--- config.mk ---
export PLATFORM = sky130hd
export DESIGN_NAME = rom_bank_decoder
export DESIGN_NICKNAME = d
export VERILOG_FILES = /design/src/rtl/rom_dec_pkg.sv /design/src/rtl/rom_addr_latch.sv /design/src/rtl/rom_region_decode.sv /design/src/rtl/rom_wait_gen.sv /design/src/rtl/rom_bank_decoder.sv
export SDC_FILE = /design/constraint.sdc
export NUM_CORES = 1
export LEC_CHECK = 0
export BUFFER_PORTS_ARGS = -buffer_cell sky130_fd_sc_hd__buf_4
export CAP_MARGIN = 20
export CELL_PAD_IN_SITES_DETAIL_PLACEMENT = 0
export CELL_PAD_IN_SITES_GLOBAL_PLACEMENT = 1
export CORE_UTILIZATION = 35
export CTS_CLUSTER_SIZE = 24
export DETAILED_ROUTE_END_ITERATION = 10
export HOLD_SLACK_MARGIN = 0.12
export PLACE_DENSITY = 0.86
export SYNTH_ARGS = -nofsm -noshare
export SYNTH_HDL_FRONTEND = slang
export SYNTH_HIERARCHICAL = 1
export SYNTH_SLANG_ARGS = --single-unit
--- constraint.sdc ---
create_clock -name clk -period 3.1 [get_ports clk]
set_input_delay 0.465 -clock clk [delete_from_list [all_inputs] [get_ports clk]]
set_output_delay 0.465 -clock clk [all_outputs]
set_load 0.01 [all_outputs]
--- src/rtl/rom_dec_pkg.sv ---
package rom_dec_pkg;
  localparam int DEF_ADDR_W     = 20;
  localparam int DEF_CHIP_AW    = 12;
  localparam int DEF_CHIP_SEL_W = 3;
  localparam int DEF_WAIT_CLKS  = 1;

  typedef enum logic [1:0] {
    ACC_IDLE  = 2'd0,
    ACC_WAIT  = 2'd1,
    ACC_READY = 2'd2
  } acc_state_e;
endpackage

--- src/rtl/rom_addr_latch.sv ---
module rom_addr_latch #(
  parameter int ADDR_W  = rom_dec_pkg::DEF_ADDR_W,
  parameter int CHIP_AW = rom_dec_pkg::DEF_CHIP_AW,
  localparam int HI_W   = ADDR_W - CHIP_AW
) (
  input  logic            clk,
  input  logic            rst,
  input  logic            ale,
  input  logic [HI_W-1:0] addr_hi,
  output logic [HI_W-1:0] lat_hi
);
  always_ff @(posedge clk) begin
    if (rst)      lat_hi <= '0;
    else if (ale) lat_hi <= addr_hi;
  end
endmodule

--- src/rtl/rom_region_decode.sv ---
module rom_region_decode #(
  parameter int ADDR_W     = rom_dec_pkg::DEF_ADDR_W,
  parameter int CHIP_AW    = rom_dec_pkg::DEF_CHIP_AW,
  parameter int CHIP_SEL_W = rom_dec_pkg::DEF_CHIP_SEL_W,
  localparam int HI_W      = ADDR_W - CHIP_AW,
  localparam int TAG_W     = HI_W - CHIP_SEL_W,
  localparam int N_CHIPS   = 1 << CHIP_SEL_W
) (
  input  logic               clk,
  input  logic               rst,
  input  logic [HI_W-1:0]    lat_hi,
  input  logic               rd_n,
  output logic               hit,
  output logic [N_CHIPS-1:0] cs_n,
  output logic               oe_n
);
  logic [TAG_W-1:0]      tag;
  logic [CHIP_SEL_W-1:0] bank;
  logic [N_CHIPS-1:0]    sel_d;
  logic                  rd_hit;

  assign tag    = lat_hi[HI_W-1 -: TAG_W];
  assign bank   = lat_hi[CHIP_SEL_W-1:0];
  assign hit    = (tag == {TAG_W{1'b1}});
  assign rd_hit = hit && !rd_n;

  for (genvar k = 0; k < N_CHIPS; k++) begin : g_sel
    assign sel_d[k] = !(rd_hit && (bank == CHIP_SEL_W'(k)));
  end

  always_ff @(posedge clk) begin
    if (rst) begin
      cs_n <= '1;
      oe_n <= 1'b1;
    end else begin
      cs_n <= sel_d;
      oe_n <= !rd_hit;
    end
  end
endmodule

--- src/rtl/rom_wait_gen.sv ---
module rom_wait_gen #(
  parameter int WAIT_CLKS = rom_dec_pkg::DEF_WAIT_CLKS,
  localparam int CNT_W    = $clog2(WAIT_CLKS + 1)
) (
  input  logic clk,
  input  logic rst,
  input  logic hit,
  input  logic rd_n,
  output logic ready
);
  import rom_dec_pkg::*;

  acc_state_e       state;
  logic [CNT_W-1:0] cnt;
  logic             rd_q;
  logic             start;

  assign start = hit && !rd_n && !rd_q;

  always_ff @(posedge clk) begin
    if (rst) begin
      rd_q  <= 1'b0;
      cnt   <= '0;
      state <= ACC_IDLE;
      ready <= 1'b1;
    end else begin
      rd_q <= !rd_n;
      if (start) begin
        cnt   <= CNT_W'(WAIT_CLKS - 1);
        state <= ACC_WAIT;
        ready <= 1'b0;
      end else if (state == ACC_WAIT && cnt != '0) begin
        cnt   <= cnt - 1'b1;
        ready <= 1'b0;
      end else begin
        state <= (rd_n) ? ACC_IDLE : ACC_READY;
        ready <= 1'b1;
      end
    end
  end
endmodule

--- src/rtl/rom_bank_decoder.sv ---
module rom_bank_decoder #(
  parameter int ADDR_W     = rom_dec_pkg::DEF_ADDR_W,
  parameter int CHIP_AW    = rom_dec_pkg::DEF_CHIP_AW,
  parameter int CHIP_SEL_W = rom_dec_pkg::DEF_CHIP_SEL_W,
  parameter int WAIT_CLKS  = rom_dec_pkg::DEF_WAIT_CLKS,
  localparam int HI_W      = ADDR_W - CHIP_AW,
  localparam int N_CHIPS   = 1 << CHIP_SEL_W
) (
  input  logic               clk,
  input  logic               rst,
  input  logic [ADDR_W-1:0]  addr,
  input  logic               ale,
  input  logic               rd_n,
  output logic [N_CHIPS-1:0] cs_n,
  output logic               oe_n,
  output logic               ready
);
  logic [HI_W-1:0] lat_hi;
  logic            hit;
  logic            unused_low;

  assign unused_low = ^addr[CHIP_AW-1:0];

  rom_addr_latch #(.ADDR_W(ADDR_W), .CHIP_AW(CHIP_AW)) u_latch (
    .clk(clk), .rst(rst), .ale(ale),
    .addr_hi(addr[ADDR_W-1:CHIP_AW]), .lat_hi(lat_hi)
  );

  rom_region_decode #(.ADDR_W(ADDR_W), .CHIP_AW(CHIP_AW), .CHIP_SEL_W(CHIP_SEL_W)) u_dec (
    .clk(clk), .rst(rst), .lat_hi(lat_hi), .rd_n(rd_n),
    .hit(hit), .cs_n(cs_n), .oe_n(oe_n)
  );

  rom_wait_gen #(.WAIT_CLKS(WAIT_CLKS)) u_wait (
    .clk(clk), .rst(rst), .hit(hit), .rd_n(rd_n), .ready(ready)
  );
endmodule

Word-level counts from Yosys, hierarchy flattened
Cells that the tools add are included.
{"block": "word_totals", "out_inout_bits": 10, "inputBits": 24, "ff_bits": 22, "wordCells": 48}
{"block": "classes", "addsub": 1, "n_eq_ne": 10, "n_reduce_logical": 24, "n_mux": 5}
{"operator": "3-bit == test, second input constant", "count": 4}
{"operator": "1-bit logical AND", "count": 11}
{"operator": "1-bit zero test", "count": 11}
{"operator": "3-bit by 2-bit == test with 1-bit output, second input constant", "count": 2}
{"operator": "5-bit == test, second input constant", "count": 1}
{"operator": "1-bit 2-to-1 mux", "count": 4}
{"operator": "3-bit by 1-bit == test with 1-bit output, second input constant", "count": 1}
{"operator": "3-bit zero test", "count": 1}
{"operator": "2-bit by 1-bit == test with 1-bit output, second input constant", "count": 1}
{"operator": "2-bit 2-to-1 mux", "count": 1}
{"operator": "2-bit by 1-bit inequality test with 1-bit output, second input constant", "count": 1}
{"operator": "2-bit OR reduction", "count": 1}
{"operator": "1-bit subtractor, second input constant", "count": 1}

Longest topological paths before layout
Gate-level depths: netlist (run 1).
{"block": "depth", "word_depth": 4, "depth_mapped": 5, "ltp_nobuf": 4}

Modules after synthesis
The synthesis (run 1) kept the hierarchy.
{"module": "rom_region_decode", "cells_each": 28, "seq_area_each_um2": 180.2, "n_inst": 1, "area_per_inst_um2": 305.3}
{"module": "rom_addr_latch", "cells_each": 26, "seq_area_each_um2": 160.2, "n_inst": 1, "area_per_inst_um2": 285.3}
{"module": "rom_wait_gen", "cells_each": 14, "seq_area_each_um2": 100.1, "n_inst": 1, "area_per_inst_um2": 161.4}

Least setup slack after synthesis (run 1)
Ideal clock, no wire load.
{"block": "synth_timing", "kind": "flip-flop to flip-flop", "from": "register u_latch.lat_hi[7]", "to": "register u_wait.cnt", "t_arrival_ns": 1.288, "required_ns": 2.983, "stages_incl_launch_ff": 6, "slack_ns": 1.695, "path_buffers": 1, "setup_time_ns": 0.117, "period_less_slack_ns": 1.405, "cell_sequence": "dfxtp_1 and3_1 buf_6 and3_1 or3b_1 and4b_1"}
{"block": "synth_between", "elab_chain_len": 4}
{"element": "from (decl)", "line": "rom_addr_latch.sv:10", "source": "output logic [HI_W-1:0] lat_hi"}
{"element": "from (signal assigned)", "line": "rom_addr_latch.sv:14", "source": "else if (ale) lat_hi <= addr_hi;"}
{"element": "5-bit == test", "line": "rom_region_decode.sv:24", "source": "assign hit = (tag == {TAG_W{1'b1}});"}
{"element": "via hit", "line": "rom_bank_decoder.sv:19", "source": "logic hit;"}
{"element": "1-bit logical AND (2 in series)", "line": "rom_wait_gen.sv:18", "source": "assign start = hit && !rd_n && !rd_q;"}
{"element": "2-bit OR reduction (no line)"}
{"element": "to (signal assigned)", "line": "rom_wait_gen.sv:29", "source": "cnt <= CNT_W'(WAIT_CLKS - 1);"}
{"element": "to (signal assigned)", "line": "rom_wait_gen.sv:33", "source": "cnt <= cnt - 1'b1;"}
{"element": "to (decl)", "line": "rom_wait_gen.sv:14", "source": "logic [CNT_W-1:0] cnt;"}
The timed path passes the listed nets, and every way through them passes these cells.
A chain may end at the register's enable or synchronous reset.

Worst setup path in the final report (run 1)
{"block": "layout_timing", "from": "register u_latch.lat_hi[4]", "to": "register u_wait.cnt"}
Same word-level chain as after synthesis.

==> results.md, run 1 <==
* # DRC at 0
* Post-route setup slack at 1.51 ns
* CTS max path bufs at 2
* Worst reg2reg path startpoint: u_latch/lat_hi[4]
* Setup crit start kind: flip-flop
* Mapped Area at about 750 sq um
* 1st-pass router iterations at 2
* Most common cell in the synthesized netlist: dfxtp_1
* Routed wire length at ~1.2 mm
* Core ar. at about 2000 sq um
* Detail Route Antenna Nets at 0
* Die height at ~48 microns
* Max-Cap Viols at 0
* Reg clk slew, reported paths at 0.11 ns
* Number of global-route vias before repair at between 500 and 600
* DP Area at about 920 sq um
* Initial antenna violation count at 0
* Cell Rows at 16
* Max FO, Critical Path at 10
* Critical path's largest stage delay at between 0.3 and 0.4 ns
* Die area at 2340 sq um
* Cts hold-fix bufs at 0
* Hpwl dp at between 800 and 900 microns
* Max Transition Viols Final at 0
* Post-CTS Resized at 0
* IO Count at 34
* Post-CTS Setup Inserts at 0
* Min-Delay Path Class: in -> reg
* Worst Skew at 0.00259 ns
* Cell area after layout at 953 sq um
* FMAX at ~0.63 GHz
* RSZ-0062 raised after global routing: no
* Seq/Total Area, Yosys at between 50% and 60%
* Power per cell area at 499 nW/um^2
* CP arrival at 1.79 ns
* Fin crit share at 51.2%
* Max VDD drop at around 0.22 mV
* Worst Path Buf+Inv at 0
* Yosys top cell area share at just under 60%
* Async S/R FF share, synth at 0%
* Fin. Hold Viols at 0
* Setup TNS at 0 ns
* FF+latch count, synth at 22
* TritonCTS buffer count at 3
* Final Wtd Congestion at between 0.7 and 0.8
* Critical Path End Type: flip-flop
* Cell family with most CP delay: simple AND/OR/NAND/NOR gates
* Layout Nets at approximately 120
* Overflow after GRT at 0
* Worst slack, placed at around 1.5 ns
* WS Path Type: reg -> reg
* Post-synthesis average cell area at 11.1 sq um
* Total track usage at roughly 11%
* Top cells by count, synth: 22 x dfxtp_1, 10 x nor2_1, 8 x mux2i_1, 8 x nand3_1, 3 x and3_1
* Initial drt markers at 6
* Synthesized Nets at slightly above 90
* Synth-to-Final Area Change at 26.8%
* Minimum clock period at 1.59 ns
* Leak at about 0.00041 uW
* Mapped Cells at a little under 70
* Largest cells by area after synthesis: dfxtp_1 59%, mux2i_1 11%, nand3_1 5.3%
* Ys Warns at 6
* Initial Util at 37.9%
* Layout cells sized above 1 at between 20% and 30%
* Critical path cell sequence: and3_1 -> and3_1 -> or3b_1 -> and4b_1
* Util after Layout at roughly 48%
* Worst path slowest cell: or3b_1
* Slew headroom at roughly four fifths
* Routed vias at ~540
* CTS tree: yes
* Endpoints failing setup at 0
* Most Frequent Cell on Critical Path: and3_1
* First-pass GRT wire length at roughly 2.0 mm
* CTS sink cnt at 22
* Clock root buffer: clkbuf_4
* Post-DR wirelength/cell at around 10 microns
* Critical path data required time at between 3 and 4 ns
* Top FF cell, synth: dfxtp_1
* Skew-Pair Late Insertion Delay at 0.30 ns
* Synth cell types at 18
* Largest net degree at the start of global routing at 18
* Vias/cell at 4.59
* Buffers on Ports at 21
* Origin of the worst setup path: u_latch/lat_hi[4]
* Filler Cell Count at approximately 210
* Status: finished clean
* Die width at 48.4 microns
* H-tree levels at 1
* Antenna cells at 0
* Post-synth top area cell: dfxtp_1
* Worst-Margin Slew at between 0.3 and 0.4 ns
* Number of enable flip-flop cells after synthesis at 0
* Worst hold start: rd_n
-- power breakdown --
part,switching (uW),total [uW],internal (uW),leakage (uW)
sequential,5.39,295,290,0.000180
combinational,12.6,30.6,18.0,0.000212
clock,78.1,150,71.6,0.0000210
-- cells by family after synthesis --
logic type	count (synthesis)	synth area share, %
AND/OR/NAND/NOR	33	25.6
flip-flops	22	58.6
multiplexers	8	10.6
buffers and inverters	3	3.49
AO/OA/AOI/OAI	2	1.66
-- layout make-up --
cell class,instances,area [sq um],share of cell area [%]
multi-input combinational,43,285,29.9
timing repair buffer,21,158,16.5
tap,27,33.8,3.54
clock buffer,4,36.3,3.81
sequential,22,440,46.2
-- flip-flops by register name, indices dropped and copies added (netlist names) --
register        cells
u_wait/cnt          1
u_wait/ready        1
u_wait/state        2
u_dec/cs_n          8
u_wait/rd_q         1
u_dec/oe_n          1
u_latch/lat_hi      8
-- metrics by stage --
stage / instances / hold WS (ns) / power [uW]
after floorplan: 68 / 0.396 / 318
after global placement: 113 / 0.426 / 331
after detailed placement: 113 / 0.430 / 333
after CTS: 117 / 0.341 / 484
after global routing: 117 / 0.331 / 502
final: 117 / 0.357 / 476
-- layout by cell type, fill, tap and decap left out --
master / instances
clkbuf_8: 1
mux2i_1: 8
and4bb_2: 1
buf_4: 21
nor3b_1: 2
nand3b_1: 1
nor2_1: 10
nand2b_1: 2
nand4_1: 1
a21oi_1: 1
and4b_1: 2
clkbuf_4: 3
dfxtp_1: 22
nand3_1: 8
a21o_1: 1
and3_1: 3
and3b_1: 1
nor3_1: 1
or3b_1: 1
-- final timing paths --
check,endpoint,slack [ns],cells after the start
worst min register to register,u_dec/oe_n,0.46,1
worst max-delay path,u_wait/cnt,1.51,4
worst max register to register,u_wait/cnt,1.51,4
worst min-delay path,u_wait/rd_q,0.36,2
-- per-layer routing --
| layer | GRT usage [%] | routed length, microns |
|---|---|---|
| met2 | 18.5 | 546 |
| met3 | 3.14 | 62 |
| met4 | 7.35 | 0 |
| met1 | 13.1 | 558 |
| met5 | 0 | 0 |
-- worst register-to-register path, stage by stage, from the launching register on --
cell and delay, ns:
dfxtp_1 0.34, and3_1 0.35, and3_1 0.22, or3b_1 0.39, and4b_1 0.20
(Power assumes the default switching activity.)
==> run 2, diff against run 1 <==
Settings changed: CORE_UTILIZATION 35 to 29, PLACE_DENSITY 0.86 to 0.77.
Clock period 3.1 ns to 1.35 ns, I/O delays scaled along.
==> results.md, run 2 (synthesized netlist as in run 1, its figures left out) <==
* Worst Path Buf+Inv at 0 (unchanged)
* Met3 routed WL at 95 microns (+53%)
* Post-Layout Cell Count at 127 (+8.5%)
* CP arrival at 1.57 ns (-0.22 ns)
* Die area at 2800 sq um (+20%)
* Cell family with most CP delay: simple AND/OR/NAND/NOR gates
* Total track usage at 10.9% (-0.48 points)
* Minimum clock period at 1.35 ns (-0.232 ns)
* # DRC at 0 (unchanged)
* Worst-Margin Slew at 0.257 ns (-0.0652 ns)
* Clock root buffer: clkbuf_4
* Slew headroom at 82.8% (+4.3 points)
* CTS tree: yes
* Metal-1 WL at 603 microns (+8.1%)
* Endpoints failing setup at 2 (+2)
* Leak at 0.000451 uW (+9.4%)
* CTS max path bufs at 2 (unchanged)
* Power per cell area at 1200 nW/um^2 (+140%)
* Vias/cell at 4.52 (-1.5%)
* Commonest non-fill, non-tap cells in the layout: 24 x buf_4, 20 x dfxtp_1, 10 x nor2_1, 8 x nand3_1, 8 x mux2i_1
* Max VDD drop at 0.818 mV (+280%)
* Initial Util at 30.6% (-7.3 points)
* Layout cells sized above 1 at 35.1% (+6.2 points)
* Buffers on Ports at 21 (unchanged)
* Post-DR wirelength/cell at 10.2 microns (+2.2%)
* Final Wtd Congestion at 0.663 (-7.3%)
* IO Count at 34 (unchanged)
* Detail Route Antenna Nets at 0 (unchanged)
* 1st-pass router iterations at 4 (+2)
* CTS sink cnt at 22 (unchanged)
* Most common cell after layout, fill and taps aside: buf_4
* Antenna cells at 0 (unchanged)
* Regs by FF count: u_dec/cs_n (8), u_latch/lat_hi (8), u_wait/state (2)
* FMAX at 0.738 GHz (+17%)
* Post-CTS Setup Inserts at 0 (unchanged)
* Critical path cell sequence: and3_4 -> and3_4 -> or3b_4 -> a21o_1
* Core ar. at 2450 sq um (+24%)
* Layout Nets at 122 (+6.1%)
* Number of global-route vias before repair at 508 (+0.59%)
* Cell Rows at 18 (+2)
* Routed wire length at 1.29 mm (+11%)
* Failing checks: negative setup slack
* Setup TNS at -0.00794 ns (-0.00794 ns)
* Skew-Pair Late Insertion Delay at 0.30 ns (about the same)
* WS Path Type: reg -> reg
* Most Frequent Cell on Critical Path: and3_4
* Fin crit share at 100% (+49 points)
* Util after Layout at 42.8% (-5.3 points)
* DR WL met2 at 596 microns (+9.2%)
* Routed vias at 574 (+6.9%)
* Fin. Hold Viols at 0 (unchanged)
* Status: complete, but fails checks
* Reg clk slew, reported paths at 0.12 ns (about the same)
* Die height at 52.9 microns (+9.5%)
* Worst Skew at 0.00211 ns (-0.000484 ns)
* Critical Path End Type: flip-flop
* Initial antenna violation count at 0 (unchanged)
* TritonCTS buffer count at 3 (unchanged)
* Critical path's largest stage delay at 0.38 ns (about the same)
* Worst path slowest cell: or3b_4
* Post-placement cell count at 119 (+5.3%)
* Overflow after GRT at 0 (unchanged)
* RSZ-0062 raised after global routing: yes
* Post-route setup slack at -0.00464 ns (-1.52 ns)
* Largest net degree at the start of global routing at 18 (unchanged)
* Max FO, Critical Path at 3 (-7)
* H-tree levels at 1 (unchanged)
* Setup crit start kind: flip-flop
* Min-Delay Path Class: in -> reg
* Top layer reached by signal wires: met3
* Fin Hold WS at 0.125 ns (-0.232 ns)
* Max Transition Viols Final at 0 (unchanged)
* First-pass GRT wire length at 2.15 mm (+5.0%)
* Die width at 52.9 microns (+9.5%)
* Initial drt markers at 6 (unchanged)
* Max-Cap Viols at 0 (unchanged)
* Synth-to-Final Area Change at 39.8%
* Critical path data required time at 1.56 ns (-1.74 ns)
run 2: changes by cell type in the layout (fill, tap and decap cells not counted), moves of 2 or more:
cell / delta
dfxtp_2: +2
dfxtp_1: -2
buf_4: +3
dlygate4sd3_1: +4
and3_1: -2
and3_4: +2
run 2: area by class of cell:
class / instances / area, sq um
Fill cell: 246 / 1400
Clock buffer: 3 / 22.5
Multi-Input combinational cell: 43 / 298
Clock inverter: 1 / 30.0
Timing Repair Buffer: 28 / 220
Sequential cell: 22 / 443
Tap cell: 30 / 37.5
run 2: metrics by stage:
stage	setup slack, ns	total power (uW)	area [sq um]
finish	-0.00464	1260	1050
global route	-0.0455	1310	1050
CTS	-0.00697	1270	1040
detailed placement	-0.0457	770	943
global placement	-0.0134	767	943
floorplan	-0.0552	731	752
run 2: tightest hold or removal path: cells and delay by family:
family                 cells  cell delay, ns
multiplexers               1            0.05
buffers and inverters      1            0.08
AND/OR/NAND/NOR            1            0.07
run 2: worst paths after layout:
kind | cells past startpoint | to | slack, ns | startpoint
hold reg to reg | 2 | u_latch/lat_hi[4] | 0.50 | u_latch/lat_hi[4]
hold / removal | 3 | u_latch/lat_hi[0] | 0.12 | addr[12]
setup / recovery | 4 | u_wait/ready | -0.005 | u_latch/lat_hi[4]
setup reg to reg | 4 | u_wait/ready | -0.005 | u_latch/lat_hi[4]
run 2: power by group:
group          total [uW]  switching [uW]  internal, uW
clock network         495             195           300
registers             677            10.5           667
logic                87.2            33.9          53.3
run 2: layer usage:
metal  track usage [%]  up-vias
met3              5.17        0
met4              2.63        0
li1                  -      294
met5                 0        -
met1              13.0      261
met2              17.5       19
run 2: repair_timing:
item | in CTS | in global routing
gates resized for setup | 5 | 0
endpoints found under the setup margin | 2 | 3
pin swaps | 3 | 2
hold buffers | 3 | 1
hold endpoints to repair | 3 | 1
